File: src/rtl/refclk_pkg.sv
package refclk_pkg;
  localparam int ADDR_W  = 8;
  localparam int DATA_W  = 32;
  localparam int SEL_W   = 4;
  localparam int DIV_W   = 15;
  localparam int TRIM_W  = 9;
  localparam logic [ADDR_W-1:0] OFF_CTRL = 8'h00;
  localparam logic [ADDR_W-1:0] OFF_TRIM = 8'h10;
  localparam logic [ADDR_W-1:0] OFF_KEY  = 8'h20;
  localparam int B_ACT    = 8;
  localparam int B_SWR    = 9;
  localparam int B_OE     = 12;
  localparam int B_ON     = 15;
  localparam int DIV_LSB  = 16;
  localparam int TRIM_LSB = 23;
  localparam logic [DATA_W-1:0] KEY_A = 32'h5A5A_C3C3;
  localparam logic [DATA_W-1:0] KEY_B = 32'hA5A5_3C3C;
  typedef enum logic [1:0] {KEY_IDLE, KEY_HALF, KEY_OPEN} key_st_e;
endpackage

File: src/rtl/refclk_regs.sv
module refclk_regs
  import refclk_pkg::*;
(
  input  logic              clk_i,
  input  logic              rst_ni,
  input  logic              wr_i,
  input  logic [ADDR_W-1:0] addr_i,
  input  logic [DATA_W-1:0] wdata_i,
  input  logic              active_i,
  input  logic              load_i,
  output logic [SEL_W-1:0]  sel_o,
  output logic              on_o,
  output logic              oe_o,
  output logic [DIV_W-1:0]  div_o,
  output logic [TRIM_W-1:0] trim_o,
  output logic              swreq_o,
  output logic              unlocked_o,
  output logic [DATA_W-1:0] rdata_o
);
  key_st_e key_q;

  assign unlocked_o = (key_q == KEY_OPEN);

  always_ff @(posedge clk_i or negedge rst_ni) begin
    if (!rst_ni) begin
      key_q   <= KEY_IDLE;
      sel_o   <= '0;
      on_o    <= 1'b0;
      oe_o    <= 1'b0;
      div_o   <= '0;
      trim_o  <= '0;
      swreq_o <= 1'b0;
    end else begin
      if (load_i) swreq_o <= 1'b0;
      if (wr_i) begin
        key_q <= KEY_IDLE;
        if (addr_i == OFF_KEY) begin
          if (wdata_i == KEY_A)                            key_q <= KEY_HALF;
          else if (key_q == KEY_HALF && wdata_i == KEY_B)  key_q <= KEY_OPEN;
        end else if (addr_i == OFF_CTRL && key_q == KEY_OPEN) begin
          on_o  <= wdata_i[B_ON];
          oe_o  <= wdata_i[B_OE];
          div_o <= wdata_i[DIV_LSB +: DIV_W];
          if (!active_i)       sel_o   <= wdata_i[SEL_W-1:0];
          if (wdata_i[B_SWR])  swreq_o <= 1'b1;
        end else if (addr_i == OFF_TRIM) begin
          trim_o <= wdata_i[TRIM_LSB +: TRIM_W];
        end
      end
    end
  end

  always_comb begin
    rdata_o = '0;
    case (addr_i)
      OFF_CTRL: begin
        rdata_o[SEL_W-1:0]            = sel_o;
        rdata_o[B_ACT]                = active_i;
        rdata_o[B_SWR]                = swreq_o;
        rdata_o[B_OE]                 = oe_o;
        rdata_o[B_ON]                 = on_o;
        rdata_o[DIV_LSB +: DIV_W]     = div_o;
      end
      OFF_TRIM: rdata_o[TRIM_LSB +: TRIM_W] = trim_o;
      default:  rdata_o = '0;
    endcase
  end
endmodule

File: src/rtl/refclk_srcsel.sv
module refclk_srcsel
  import refclk_pkg::*;
#(
  parameter int NSRC   = 16,
  parameter int SW_CYC = 4
) (
  input  logic             clk_i,
  input  logic             rst_ni,
  input  logic [NSRC-1:0]  src_clk_i,
  input  logic [SEL_W-1:0] sel_i,
  output logic             lvl_o,
  output logic             edge_o,
  output logic             busy_o
);
  localparam int NPAD = 1 << SEL_W;
  localparam int CW   = $clog2(SW_CYC + 1);

  logic [NSRC-1:0]  smp_q;
  logic [NPAD-1:0]  smp_pad;
  logic             lvl_q;
  logic [SEL_W-1:0] sel_prev_q;
  logic [CW-1:0]    cnt_q;
  logic             moved;

  always_comb begin
    smp_pad = '0;
    smp_pad[NSRC-1:0] = smp_q;
  end

  assign lvl_o  = smp_pad[sel_i];
  assign moved  = (sel_i != sel_prev_q);
  assign busy_o = moved || (cnt_q != '0);
  // edges are masked while the mux settles on a new source
  assign edge_o = lvl_o && !lvl_q && !busy_o;

  always_ff @(posedge clk_i or negedge rst_ni) begin
    if (!rst_ni) begin
      smp_q      <= '0;
      lvl_q      <= 1'b0;
      sel_prev_q <= '0;
      cnt_q      <= '0;
    end else begin
      smp_q <= src_clk_i;
      lvl_q <= lvl_o;
      if (moved) begin
        sel_prev_q <= sel_i;
        cnt_q      <= CW'(SW_CYC - 1);
      end else if (cnt_q != '0) begin
        cnt_q <= cnt_q - 1'b1;
      end
    end
  end
endmodule

File: src/rtl/refclk_fracdiv.sv
module refclk_fracdiv
  import refclk_pkg::*;
(
  input  logic              clk_i,
  input  logic              rst_ni,
  input  logic              en_i,
  input  logic              oe_i,
  input  logic              edge_i,
  input  logic              lvl_i,
  input  logic              swreq_i,
  input  logic [DIV_W-1:0]  div_stg_i,
  input  logic [TRIM_W-1:0] trim_stg_i,
  output logic              load_o,
  output logic [DIV_W-1:0]  run_div_o,
  output logic              ref_o
);
  logic [TRIM_W-1:0] trim_run_q, acc_q;
  logic              ext_q, out_q, bnd;
  logic [DIV_W:0]    cnt_q, lim;

  assign lim    = {1'b0, run_div_o} + {{DIV_W{1'b0}}, ext_q};
  assign bnd    = en_i && edge_i && ((run_div_o == '0) || ((cnt_q + 1'b1) == lim));
  assign load_o = bnd && swreq_i;

  always_ff @(posedge clk_i or negedge rst_ni) begin
    if (!rst_ni) begin
      run_div_o  <= '0;
      trim_run_q <= '0;
      acc_q      <= '0;
      ext_q      <= 1'b0;
      cnt_q      <= '0;
      out_q      <= 1'b0;
      ref_o      <= 1'b0;
    end else begin
      ref_o <= en_i && oe_i && out_q;
      if (!en_i) begin
        acc_q <= '0;
        ext_q <= 1'b0;
        cnt_q <= '0;
        out_q <= 1'b0;
      end else begin
        if (bnd) begin
          cnt_q <= '0;
          if (load_o) begin
            run_div_o  <= div_stg_i;
            trim_run_q <= trim_stg_i;
            acc_q      <= '0;
            ext_q      <= 1'b0;
          end else begin
            // overflow of the fraction stretches the next half-period
            {ext_q, acc_q} <= {1'b0, acc_q} + {1'b0, trim_run_q};
          end
        end else if (edge_i) begin
          cnt_q <= cnt_q + 1'b1;
        end
        out_q <= (run_div_o == '0) ? lvl_i : (bnd ? !out_q : out_q);
      end
    end
  end
endmodule

File: src/rtl/refclk_gen.sv
module refclk_gen
  import refclk_pkg::*;
#(
  parameter int NSRC   = 16,
  parameter int SW_CYC = 4
) (
  input  logic              clk_i,
  input  logic              rst_ni,
  input  logic [NSRC-1:0]   src_clk_i,
  input  logic              wr_i,
  input  logic [ADDR_W-1:0] addr_i,
  input  logic [DATA_W-1:0] wdata_i,
  output logic [DATA_W-1:0] rdata_o,
  output logic              ref_o
);
  logic [SEL_W-1:0]  sel_q;
  logic              on_q, oe_q, swreq_q, unlocked, active, busy, lvl, src_edge, load;
  logic [DIV_W-1:0]  div_stg, run_div;
  logic [TRIM_W-1:0] trim_stg;

  assign active = on_q || swreq_q || busy;

  refclk_regs u_regs (
    .clk_i, .rst_ni, .wr_i, .addr_i, .wdata_i,
    .active_i(active), .load_i(load),
    .sel_o(sel_q), .on_o(on_q), .oe_o(oe_q), .div_o(div_stg), .trim_o(trim_stg),
    .swreq_o(swreq_q), .unlocked_o(unlocked), .rdata_o
  );

  refclk_srcsel #(.NSRC(NSRC), .SW_CYC(SW_CYC)) u_src (
    .clk_i, .rst_ni, .src_clk_i, .sel_i(sel_q),
    .lvl_o(lvl), .edge_o(src_edge), .busy_o(busy)
  );

  refclk_fracdiv u_div (
    .clk_i, .rst_ni, .en_i(on_q), .oe_i(oe_q), .edge_i(src_edge), .lvl_i(lvl),
    .swreq_i(swreq_q), .div_stg_i(div_stg), .trim_stg_i(trim_stg),
    .load_o(load), .run_div_o(run_div), .ref_o
  );
endmodule

File: config.mk
export PLATFORM = sky130hd
export DESIGN_NAME = refclk_gen
export DESIGN_NICKNAME = d
export VERILOG_FILES = /design/src/rtl/refclk_pkg.sv /design/src/rtl/refclk_regs.sv /design/src/rtl/refclk_srcsel.sv /design/src/rtl/refclk_fracdiv.sv /design/src/rtl/refclk_gen.sv
export SDC_FILE = /design/constraint.sdc
export NUM_CORES = 1
export LEC_CHECK = 0
export BUFFER_PORTS_ARGS = -buffer_cell sky130_fd_sc_hd__buf_4
export CAP_MARGIN = 25
export CORE_AREA = 2 2 97 136
export DETAILED_ROUTE_END_ITERATION = 7
export DIE_AREA = 0 0 99 138
export HOLD_SLACK_MARGIN = 0.05
export PLACE_DENSITY = 0.73
export SETUP_SLACK_MARGIN = 0.05
export SKIP_LAST_GASP = 1
export SLEW_MARGIN = 20
export SYNTH_ARGS = -nofsm -noshare
export SYNTH_HDL_FRONTEND = slang
export SYNTH_SLANG_ARGS = --single-unit
File: constraint.sdc
create_clock -name clk_i -period 3.3 [get_ports clk_i]
set_input_delay 0.495 -clock clk_i [delete_from_list [all_inputs] [get_ports clk_i]]
set_output_delay 0.495 -clock clk_i [all_outputs]
set_load 0.02 [all_outputs]
==> results.yml, run 1 <==
clock_network:
  clk_path_buf_depth: 2
  cts-htree-levels: 3
  clock-root-buffer: "clkbuf_16"
  cts.clk_slew.worst_paths_ns: 0.07
  hold_buffers: 0
  cts_tree: "done"
  numCtsBuffers: 9
  cts.sinks: 109
  clk-insertion-delay-late_ns: 0.36
synthesis:
  synth-async-reset-ratio_pct: 100
  synthMostInstantiatedCell: "dfrtp_1"
  yosys_warnings: 0
  netlist_area_um2: 6130
  synth_edf_count: 0
  netlist_top_cells_area: "dfrtp_1 45%, mux2_2 6.6%, xnor2_1 4.3%"
  yosysUniqueCellTypes: 54
  synthFlopType: "dfrtp_1"
  ys_seq_area_share_pct: 44.5
  synth.top_cell.area_share_pct: 44.5
  synth_cells: 572
  synthTopCellsByCount: "109 x dfrtp_1, 46 x nand2_1, 36 x mux2_2"
  ys_seq_elements: 109
  synth.largest_area_cell: "dfrtp_1"
  syn_avg_cell_area_um2: 10.7
flow_run:
  drv_cap: 0
worst_setup_path:
  critPathMaxStageDelay_ns: 0.42
  start_kind: "register"
  crit_required_ns: 3.53
  cp_max_fo: 6
  critPathSlowestCell: "dfrtp_1"
  timing.rr.start: "u_div.ext_q$_DFFE_PN0P_"
  crit_chain: "ha_2, ha_4, buf_4, xor2_1, xnor2_1, nor3_1, nand3_1, nor4_1, buf_4, nand2_2, o41ai_4, buf_6, clkbuf_16, mux2_1"
  crit_top_cell: "buf_4"
  arrival_ns: 3.46
  path_class: "reg -> reg"
  endpoint_kind: "register"
  crit_path_start: "u_div.ext_q$_DFFE_PN0P_"
  crit_family: "simple AND/OR/NAND/NOR gates"
  path_buf_inv: 4
routing:
  avgViaCountPerCell: 6.07
  routed-wl-met2_mm: 8.74
  drcViolationCount: 0
  wl_per_cell_um: 20.0
  vias: 5072
  dr.pass1.iters: 5
  finalWirelength_mm: 16.7
  m1WireLength_mm: 6.03
  ant_nets: 0
  top_layer: "met4"
  drt_iter0_markers: 299
  dr_wl_met3_um: 731
timing:
  tns_ns: 0
  hold_viol_final: 0
  timing.fmax_mhz: 310
  finalMaxSlewViolations: 0
  max_slew_margin_pct: 41.0
  setup_viol: 0
  timing.final.crit_share_pct: 97.7
  worst_clock_skew_ns: 0.0154
  worst_slew_pin_slew_ns: 0.881
  min_period_ns: 3.22
  rsz0062_at_grt: "false"
cells_and_area:
  post-route-cell-area_um2: 7640
  area_delta_synth_final_pct: 24.7
  layout-drive-gt1-share_pct: 31.5
  diodes: 0
  nNetsFinal: 752
  nFillCells: 999
floorplanning:
  io_pins: 92
  coreArea_um2: 12600
  start_util_pct: 48.8
  die_x_um: 99
  die_area_um2: 13700
  row_count: 49
  die_h_um: 138
pwr:
  leakage_nw: 3.56
  powerDensity_nw_per_um2: 357
  ir_drop_uv: 328
hold_path:
  hp-class: "in -> async"
status:
  outcome: "complete, no violations"
placement:
  dpl-instance-area_um2: 7100
  hpwlAfterDp_mm: 12.6
  io_buffers: 83
  gp_congestion: 0.937
global_routing:
  grt-ovfl-total: 0
  grtUsageTotal_pct: 24.7
  antenna_found_initial: 0
  grt_max_degree: 110
  grt_pass1_wl_mm: 26.4
  grt_pass1_vias: 5202
cells in the final DEF (no fill, tap or decap), types with 6 or more instances in the layout:
cell,count
xnor2_1,30
mux2_1,17
dfrtp_1,103
nor4bb_1,6
inv_1,10
nand2_1,45
mux2i_1,19
o21ai_0,8
conb_1,8
buf_4,120
nor4_1,12
xor2_1,20
nor2_1,27
dfrtp_2,6
nand3_1,17
a21oi_1,11
and2_1,16
ha_1,12
nand4_1,21
clkbuf_16,11
nor3_1,27
mux2_2,36
final timing paths:
check                                                  end  slack (ns)  depth (start not counted)
setup / recovery           u_div.run_div_o[11]$_DFFE_PN0P_        0.08                         14
hold / removal                 u_div.cnt_q[13]$_DFFE_PN0P_        0.19                          2
setup reg to reg           u_div.run_div_o[11]$_DFFE_PN0P_        0.08                         14
hold reg to reg            u_src.sel_prev_q[3]$_DFFE_PN0P_        0.50                          0
max in group asynchronous       u_div.cnt_q[8]$_DFFE_PN0P_        2.61                          2
min in group clk_i             u_src.smp_pad[12]$_DFF_PN0_        0.23                          1
power breakdown:
group / switching [mW] / internal (mW) / total (mW)
clock network: 0.532 / 0.684 / 1.22
registers: 0.00921 / 1.35 / 1.36
logic: 0.0820 / 0.0735 / 0.155
sequential cells by signal, indices dropped and copies added (netlist names):
register / flops
u_div.out_q: 1
u_src.lvl_q: 1
u_div.acc_q: 9
u_regs.sel_o: 4
u_regs.swreq_o: 1
u_regs.on_o: 1
u_div.cnt_q: 16
u_regs.trim_o: 9
u_div.ext_q: 1
u_src.smp_pad: 16
u_src.sel_prev_q: 4
u_regs.oe_o: 1
u_div.run_div_o: 15
u_div.ref_o: 1
u_regs.div_o: 15
u_src.cnt_q: 3
u_div.trim_run_q: 9
u_regs.key_q: 2
kinds of logic after synthesis:
kind of cell,count (synthesis),synth area share (%)
xor+xnor,52,7.88
compound gates,51,5.96
simple gates,212,19.0
flops,109,44.5
buf+inv,51,3.92
fa+ha+maj,16,3.39
other cells,1,0.0612
mux,80,15.2
timing repair:
action	4_1_cts	5_1_grt
setup buffers	1	2
pin swaps	0	9
gates resized for setup	0	29
endpoints found under the setup margin	16	43
gates cloned	0	3
worst reg2reg max path, delay by kind of cell (launching register included):
family / cells / cell delay (ns)
xor gates and xnor gates: 2 / 0.28
adders and majority gates: 2 / 0.38
buffers and inverters: 4 / 0.69
muxes: 1 / 0.33
DFF: 1 / 0.42
and+or+nand+nor: 4 / 0.71
AOI/OAI and AO/OA: 1 / 0.31
metal layers:
layer / vias up / GRT usage (%)
met5: - / 0
met4: 0 / 17.8
met3: 82 / 2.73
met2: 233 / 42.6
met1: 2488 / 28.0
li1: 2269 / -
cell type report:
type | count | area (µm²) | share of cell area, %
Clock buffer | 9 | 225 | 2.95
Clock inverter | 7 | 114 | 1.49
Inverter | 10 | 37.5 | 0.491
Multi-Input combinational cell | 419 | 3290 | 43.1
Sequential cell | 109 | 2740 | 35.8
Tap cell | 153 | 191 | 2.51
Timing Repair Buffer | 128 | 1040 | 13.7
stage by stage:
step	std cells	power, mW	util (%)	setup WS [ns]	hold WS [ns]
2_1_floorplan	579	1.44	-	0.0632	0.199
3_3_place_gp	813	1.54	56.5	0.128	0.471
3_5_place_dp	813	1.54	56.5	0.0458	0.483
4_1_cts	830	2.75	59.3	0.0753	0.236
5_1_grt	835	2.81	60.8	0.0343	0.236
6_report	835	2.73	60.8	0.0774	0.191
Power figures use the tool's default switching activity.
==> run 2, diff against run 1 <==
PLACE_DENSITY = 0.71   (was 0.73)
SLEW_MARGIN = not set   (was 20)
clock period = 3.7 ns   (was 3.3 ns; I/O delays follow)
==> run 2 against run 1 <==
  * Count of clock-buffer cells in the layout unchanged
  * Total power down 13%
  * Largest cell class unchanged
  * Global-route usage is 1.8 points lower
  * Combinational power down 10%
  * Final cell count decreased by 3.5%
  * Non-clock buffer count shrank 29
  * Hold slack improved by 0.10 ns
  * Register-to-register slack improved by 0.18 ns
  * Clock power decreased by 16%
  * Flip-flop and latch count stayed put
  * Setup slack better by 0.18 ns
  * Maximum frequency fell by 6.3%
==> results.yml, run 2 (synthesis gave the netlist of run 1 again) <==
status:
  outcome: "complete, no violations"
worst_setup_path:
  crit_end: "u_div.run_div_o[0]$_DFFE_PN0P_"
  r2r_slack_ns: 0.26
  timing.rr.start: "u_div.cnt_q[0]$_DFFE_PN0P_"
  crit_required_ns: 3.94
  endpoint_kind: "register"
  crit_path_start: "u_div.cnt_q[0]$_DFFE_PN0P_"
  arrival_ns: 3.68
  path_class: "reg -> reg"
  start_kind: "register"
  cp_max_fo: 24
  timing.rr.end: "u_div.run_div_o[0]$_DFFE_PN0P_"
  reg2reg_depth: 10
floorplanning:
  die_x_um: 99
  die_area_um2: 13700
  row_count: 49
  start_util_pct: 48.8
  io_pins: 92
  die_h_um: 138
  coreArea_um2: 12600
cells_and_area:
  diodes: 0
  nFillCells: 1039
  final_cell_mix: "109 x dfrtp_1, 96 x buf_4, 46 x nand2_1"
  regArea_um2: 2730
  multi_input_area_um2: 3190
  layout_commonest_cell: "dfrtp_1"
  finish.utilization_pct: 57.7
  post-route-cell-area_um2: 7250
  nNetsFinal: 723
  area_delta_synth_final_pct: 18.3
  layout-drive-gt1-share_pct: 24.8
timing:
  rsz0062_at_grt: "false"
  setup_viol: 0
  worst_clock_skew_ns: 0.00565
  timing.fmax_mhz: 291
  finalMaxSlewViolations: 0
  tns_ns: 0
  timing.final.crit_share_pct: 92.9
  hold_slack_ns: 0.295
  worst_slew_pin_slew_ns: 0.843
  hold_viol_final: 0
  min_period_ns: 3.44
  max_slew_margin_pct: 43.3
flow_run:
  drv_cap: 0
clock_network:
  ctsResizeCount: 0
  cts.clk_slew.worst_paths_ns: 0.08
  hold_buffers: 0
  clock-root-buffer: "clkbuf_16"
  clk-insertion-delay-late_ns: 0.35
  cts_tree: "done"
  postCtsSetupBuffers: 0
  cts-htree-levels: 3
  cts.sinks: 109
  numCtsBuffers: 9
  clk_path_buf_depth: 2
routing:
  m1WireLength_mm: 5.88
  avgViaCountPerCell: 5.87
  drt_iter0_markers: 200
  finalWirelength_mm: 15.3
  vias: 4729
  top_layer: "met4"
  ant_nets: 0
  dr_wl_met3_um: 513
  drcViolationCount: 0
  routed-wl-met2_mm: 8.22
  wl_per_cell_um: 18.9
  dr.pass1.iters: 4
pwr:
  leakage_nw: 3.37
  powerDensity_nw_per_um2: 327
  p_total_mw: 2.37
  ir_drop_uv: 227
placement:
  io_buffers: 83
  hpwlAfterDp_mm: 11.8
  gp_congestion: 0.913
  dpl-instance-area_um2: 6920
global_routing:
  grt_pass1_vias: 4882
  grt_max_degree: 66
  grt-ovfl-total: 0
  antenna_found_initial: 0
  grt_pass1_wl_mm: 24.9
  grtUsageTotal_pct: 22.9
hold_path:
  hp-class: "in -> async"
==> run 2: cell types whose count changed in the layout (fill, tap and decap cells not counted), sizes merged <==
cell	change
clkinvlp	+2
clkbuf	-2
inv	-1
bufinv	-1
buf	-27
==> run 2: cell type report <==
type                       instances  area share (%)
inverter                          10           0.518
clock inverter                     7            1.31
tap                              153            2.64
sequential                       109            37.6
timing repair buffer              99            10.8
clock buffer                       9            3.11
multi-input combinational        419            44.0
==> run 2: routing by layer <==
layer / global-route usage [%] / up-vias
met1: 26.9 / 2341
met3: 2.68 / 44
li1: - / 2212
met5: 0 / -
met2: 41.0 / 132
met4: 11.3 / 0
==> run 2: stage by stage <==
| step | setup WS [ns] | cells |
|---|---|---|
| floorplan | 0.386 | 579 |
| global placement | 0.351 | 790 |
| detailed placement | 0.248 | 790 |
| CTS | 0.231 | 806 |
| global route | 0.0580 | 806 |
| finish | 0.261 | 806 |
==> run 2: report_power, final <==
part / internal [mW] / total, mW / switching, mW
registers: 1.20 / 1.21 / 0.00703
logic: 0.0646 / 0.139 / 0.0741
clock network: 0.542 / 1.02 / 0.476
==> run 2: worst min path at each step <==
stage,start,end,slack (ns)
2_1_floorplan,rst_ni,u_div.acc_q[0]$_DFFE_PN0P_,0.26
3_3_place_gp,u_src.cnt_q[1]$_DFFE_PN0P_,u_src.cnt_q[1]$_DFFE_PN0P_,0.48
3_5_place_dp,u_div.trim_run_q[7]$_DFFE_PN0P_,u_div.trim_run_q[7]$_DFFE_PN0P_,0.48
4_1_cts,src_clk_i[2],u_src.smp_pad[2]$_DFF_PN0_,0.29
5_1_grt,src_clk_i[6],u_src.smp_pad[6]$_DFF_PN0_,0.29
6_report,rst_ni,u_div.acc_q[5]$_DFFE_PN0P_,0.30
==> run 2: critical path, cell delays in order, from the launching register on <==
cell	delay, ns
dfrtp_1	0.47
ha_2	0.26
nand3_1	0.16
or4_1	0.63
xnor3_1	0.41
nand3b_1	0.08
a21oi_1	0.23
nor2_1	0.13
o41ai_4	0.39
buf_12	0.23
mux2_2	0.35
==> run 3, diff against run 2 <==
ABC_AREA = 1   (was not set)
CORE_AREA = 2 2 100 140   (was 2 2 97 136)
DIE_AREA = 0 0 102 142   (was 0 0 99 138)
PLACE_DENSITY = 0.7   (was 0.71)
==> run 3 against run 2 <==
  * Setup slack gained 0.35 ns
  * Utilization shrank 0.91 points
  * Total power grew 13%
  * Synthesized cell count grew 55%
  * Via count grew 25%
  * Register-to-register slack gained 0.35 ns
  * Flip-flop and latch count is the same
  * Combinational power grew to 2.9 times the previous value
  * Sequential share of layout area shrank 1.4 points
  * Final cell count grew 42%
  * Maximum frequency grew 11%
  * Critical endpoint is now u_div.run_div_o[12]$_DFFE_PN0P_
  * Highest routed layer unchanged
==> results.yml, run 3 <==
floorplanning:
  die_x_um: 102
  io_pins: 92
  die_area_um2: 14500
  coreArea_um2: 13300
  die_h_um: 142
  row_count: 50
  start_util_pct: 49.0
cells_and_area:
  diodes: 0
  nFillCells: 1321
  final_cell_mix: "296 x nand2_1, 109 x dfrtp_1, 91 x buf_4"
  nNetsFinal: 1034
  area_delta_synth_final_pct: 15.9
  layout_commonest_cell: "nand2_1"
  layout-drive-gt1-share_pct: 13.3
  post-route-cell-area_um2: 7530
clock_network:
  cts-htree-levels: 3
  numCtsBuffers: 9
  clock-root-buffer: "clkbuf_16"
  cts.sinks: 109
  cts_tree: "done"
  postCtsSetupBuffers: 0
  ctsResizeCount: 0
  hold_buffers: 0
  clk_path_buf_depth: 2
  cts.clk_slew.worst_paths_ns: 0.08
  clk-insertion-delay-late_ns: 0.36
timing:
  max_slew_margin_pct: 51.6
  worst_slew_pin_slew_ns: 0.727
  min_period_ns: 3.09
  worst_clock_skew_ns: 0.00784
  tns_ns: 0
  rsz0062_at_grt: "false"
  timing.final.crit_share_pct: 83.6
  timing.fmax_mhz: 323
  finalMaxSlewViolations: 0
  setup_viol: 0
  hold_viol_final: 0
synthesis:
  ys_seq_elements: 109
  synthFlopType: "dfrtp_1"
  synth_edf_count: 0
  syn_avg_cell_area_um2: 7.31
  synth.largest_area_cell: "dfrtp_1"
  yosys_warnings: 0
  ys_seq_area_share_pct: 42.0
  netlist_top_cells_area: "dfrtp_1 42%, nand2_1 17%, nand4_1 6.8%"
  netlist_area_um2: 6490
  synth.top_cell.area_share_pct: 42.0
  synth_cells: 888
  synthMostInstantiatedCell: "nand2_1"
  yosysUniqueCellTypes: 38
  synth-async-reset-ratio_pct: 100
  synthTopCellsByCount: "296 x nand2_1, 109 x dfrtp_1, 90 x inv_1"
pwr:
  ir_drop_uv: 283
  leakage_nw: 3.93
  powerDensity_nw_per_um2: 356
global_routing:
  antenna_found_initial: 0
  grt_pass1_vias: 5741
  grt-ovfl-total: 0
  use_met3_pct: 3.88
  grtUsageTotal_pct: 23.6
  grt_pass1_wl_mm: 27.0
  grt_max_degree: 57
  busiest_layer: "met2"
  use_met1_pct: 29.7
  use_met2_pct: 41.0
worst_setup_path:
  cp_max_fo: 36
  critPathSlowestCell: "nand2_4"
  critPathMaxStageDelay_ns: 0.42
  crit_family: "simple AND/OR/NAND/NOR gates"
  r2r_slack_ns: 0.61
  reg2reg_depth: 17
  timing.rr.start: "u_div.run_div_o[0]$_DFFE_PN0P_"
  crit_path_start: "u_div.run_div_o[0]$_DFFE_PN0P_"
  crit_top_cell: "nand2_1"
  path_buf_inv: 1
  crit_chain: "ha_1, ha_1, nand3_1, nor2_2, nand3_1, nand2_1, nand2_1, nand2_1, nand2_1, inv_1, nand2_1, nor2_1, nand3_2, nand2_4, nand3_4, nand2_1, nand2_1"
  timing.rr.end: "u_div.run_div_o[12]$_DFFE_PN0P_"
  crit_end: "u_div.run_div_o[12]$_DFFE_PN0P_"
  crit_required_ns: 3.94
  start_kind: "register"
  path_class: "reg -> reg"
  worst-path-stages: 17
  endpoint_kind: "register"
  arrival_ns: 3.34
routing:
  vias: 5913
  finalWirelength_mm: 16.0
  dr.pass1.iters: 5
  ant_nets: 0
  avgViaCountPerCell: 5.16
  drcViolationCount: 0
  drt_iter0_markers: 296
  wl_per_cell_um: 14.0
status:
  outcome: "complete, no violations"
placement:
  hpwlAfterDp_mm: 12.1
  gp_congestion: 0.899
  dpl-instance-area_um2: 7230
  io_buffers: 83
flow_run:
  drv_cap: 0
hold_path:
  hp-class: "in -> async"
==> run 3: changes by cell type after synthesis, moves of 15 or more <==
cell | previous run | this run
nand2_1 | 46 | 296
inv_1 | 10 | 90
nand4_1 | 21 | 71
nor2_1 | 28 | 78
o21ai_0 | 8 | 52
mux2_2 | 36 | 1
nand3_1 | 18 | 49
xnor2_1 | 30 | 7
mux2_1 | 20 | 0
mux2i_1 | 19 | 0
nor3_1 | 27 | 12
==> run 3: metal layers <==
metal,share of wire [%],up-vias
met4,1.9,0
met2,51,191
met5,0,-
met3,5.0,21
li1,-,3025
met1,42,2676
==> run 3: power by group <==
part           switching [mW]  total, mW  internal (mW)
sequential             0.0750       1.33           1.26
combinational           0.245      0.400          0.154
clock                   0.478      0.952          0.474
==> run 3: worst min-delay path by stage <==
| stage | start | end | slack, ns |
|---|---|---|---|
| final | rst_ni | u_div.cnt_q[12]$_DFFE_PN0P_ | 0.25 |
| after floorplan | rst_ni | u_div.acc_q[0]$_DFFE_PN0P_ | 0.26 |
| after detailed placement | u_src.cnt_q[2]$_DFFE_PN0P_ | u_src.cnt_q[2]$_DFFE_PN0P_ | 0.47 |
| after CTS | rst_ni | u_div.cnt_q[3]$_DFFE_PN0P_ | 0.28 |
| after global placement | u_div.trim_run_q[8]$_DFFE_PN0P_ | u_div.trim_run_q[8]$_DFFE_PN0P_ | 0.46 |
| after global routing | src_clk_i[12] | u_src.smp_pad[12]$_DFF_PN0_ | 0.29 |
==> run 3: through the flow <==
stage	setup WS, ns	hold slack (ns)	utilization [%]	power, mW	cells
6_report	0.607	0.247	56.7	2.68	1146
4_1_cts	0.629	0.280	56.7	2.71	1146
3_3_place_gp	0.723	0.462	54.5	1.75	1130
3_5_place_dp	0.634	0.469	54.5	1.75	1130
2_1_floorplan	1.39	0.259	-	1.60	895
5_1_grt	0.227	0.287	56.7	2.82	1146
==> run 3: logic make-up after synthesis <==
group | Yosys count | share of synthesized area, %
flops | 109 | 42.0
mux | 1 | 0.173
xor+xnor | 20 | 2.70
compound gates | 74 | 6.20
other cells | 1 | 0.0577
simple gates | 534 | 36.8
fa+ha+maj | 16 | 3.20
buf+inv | 133 | 8.88
==> run 3: final cells by class <==
type	count	area, µm²	area share, %
Multi-Input combinational cell	653	3220	42.8
Sequential cell	109	2730	36.2
Timing Repair Buffer	92	703	9.34
Inverter	94	353	4.69
Tap cell	182	228	3.03
Clock buffer	9	225	2.99
Clock inverter	7	68.8	0.914
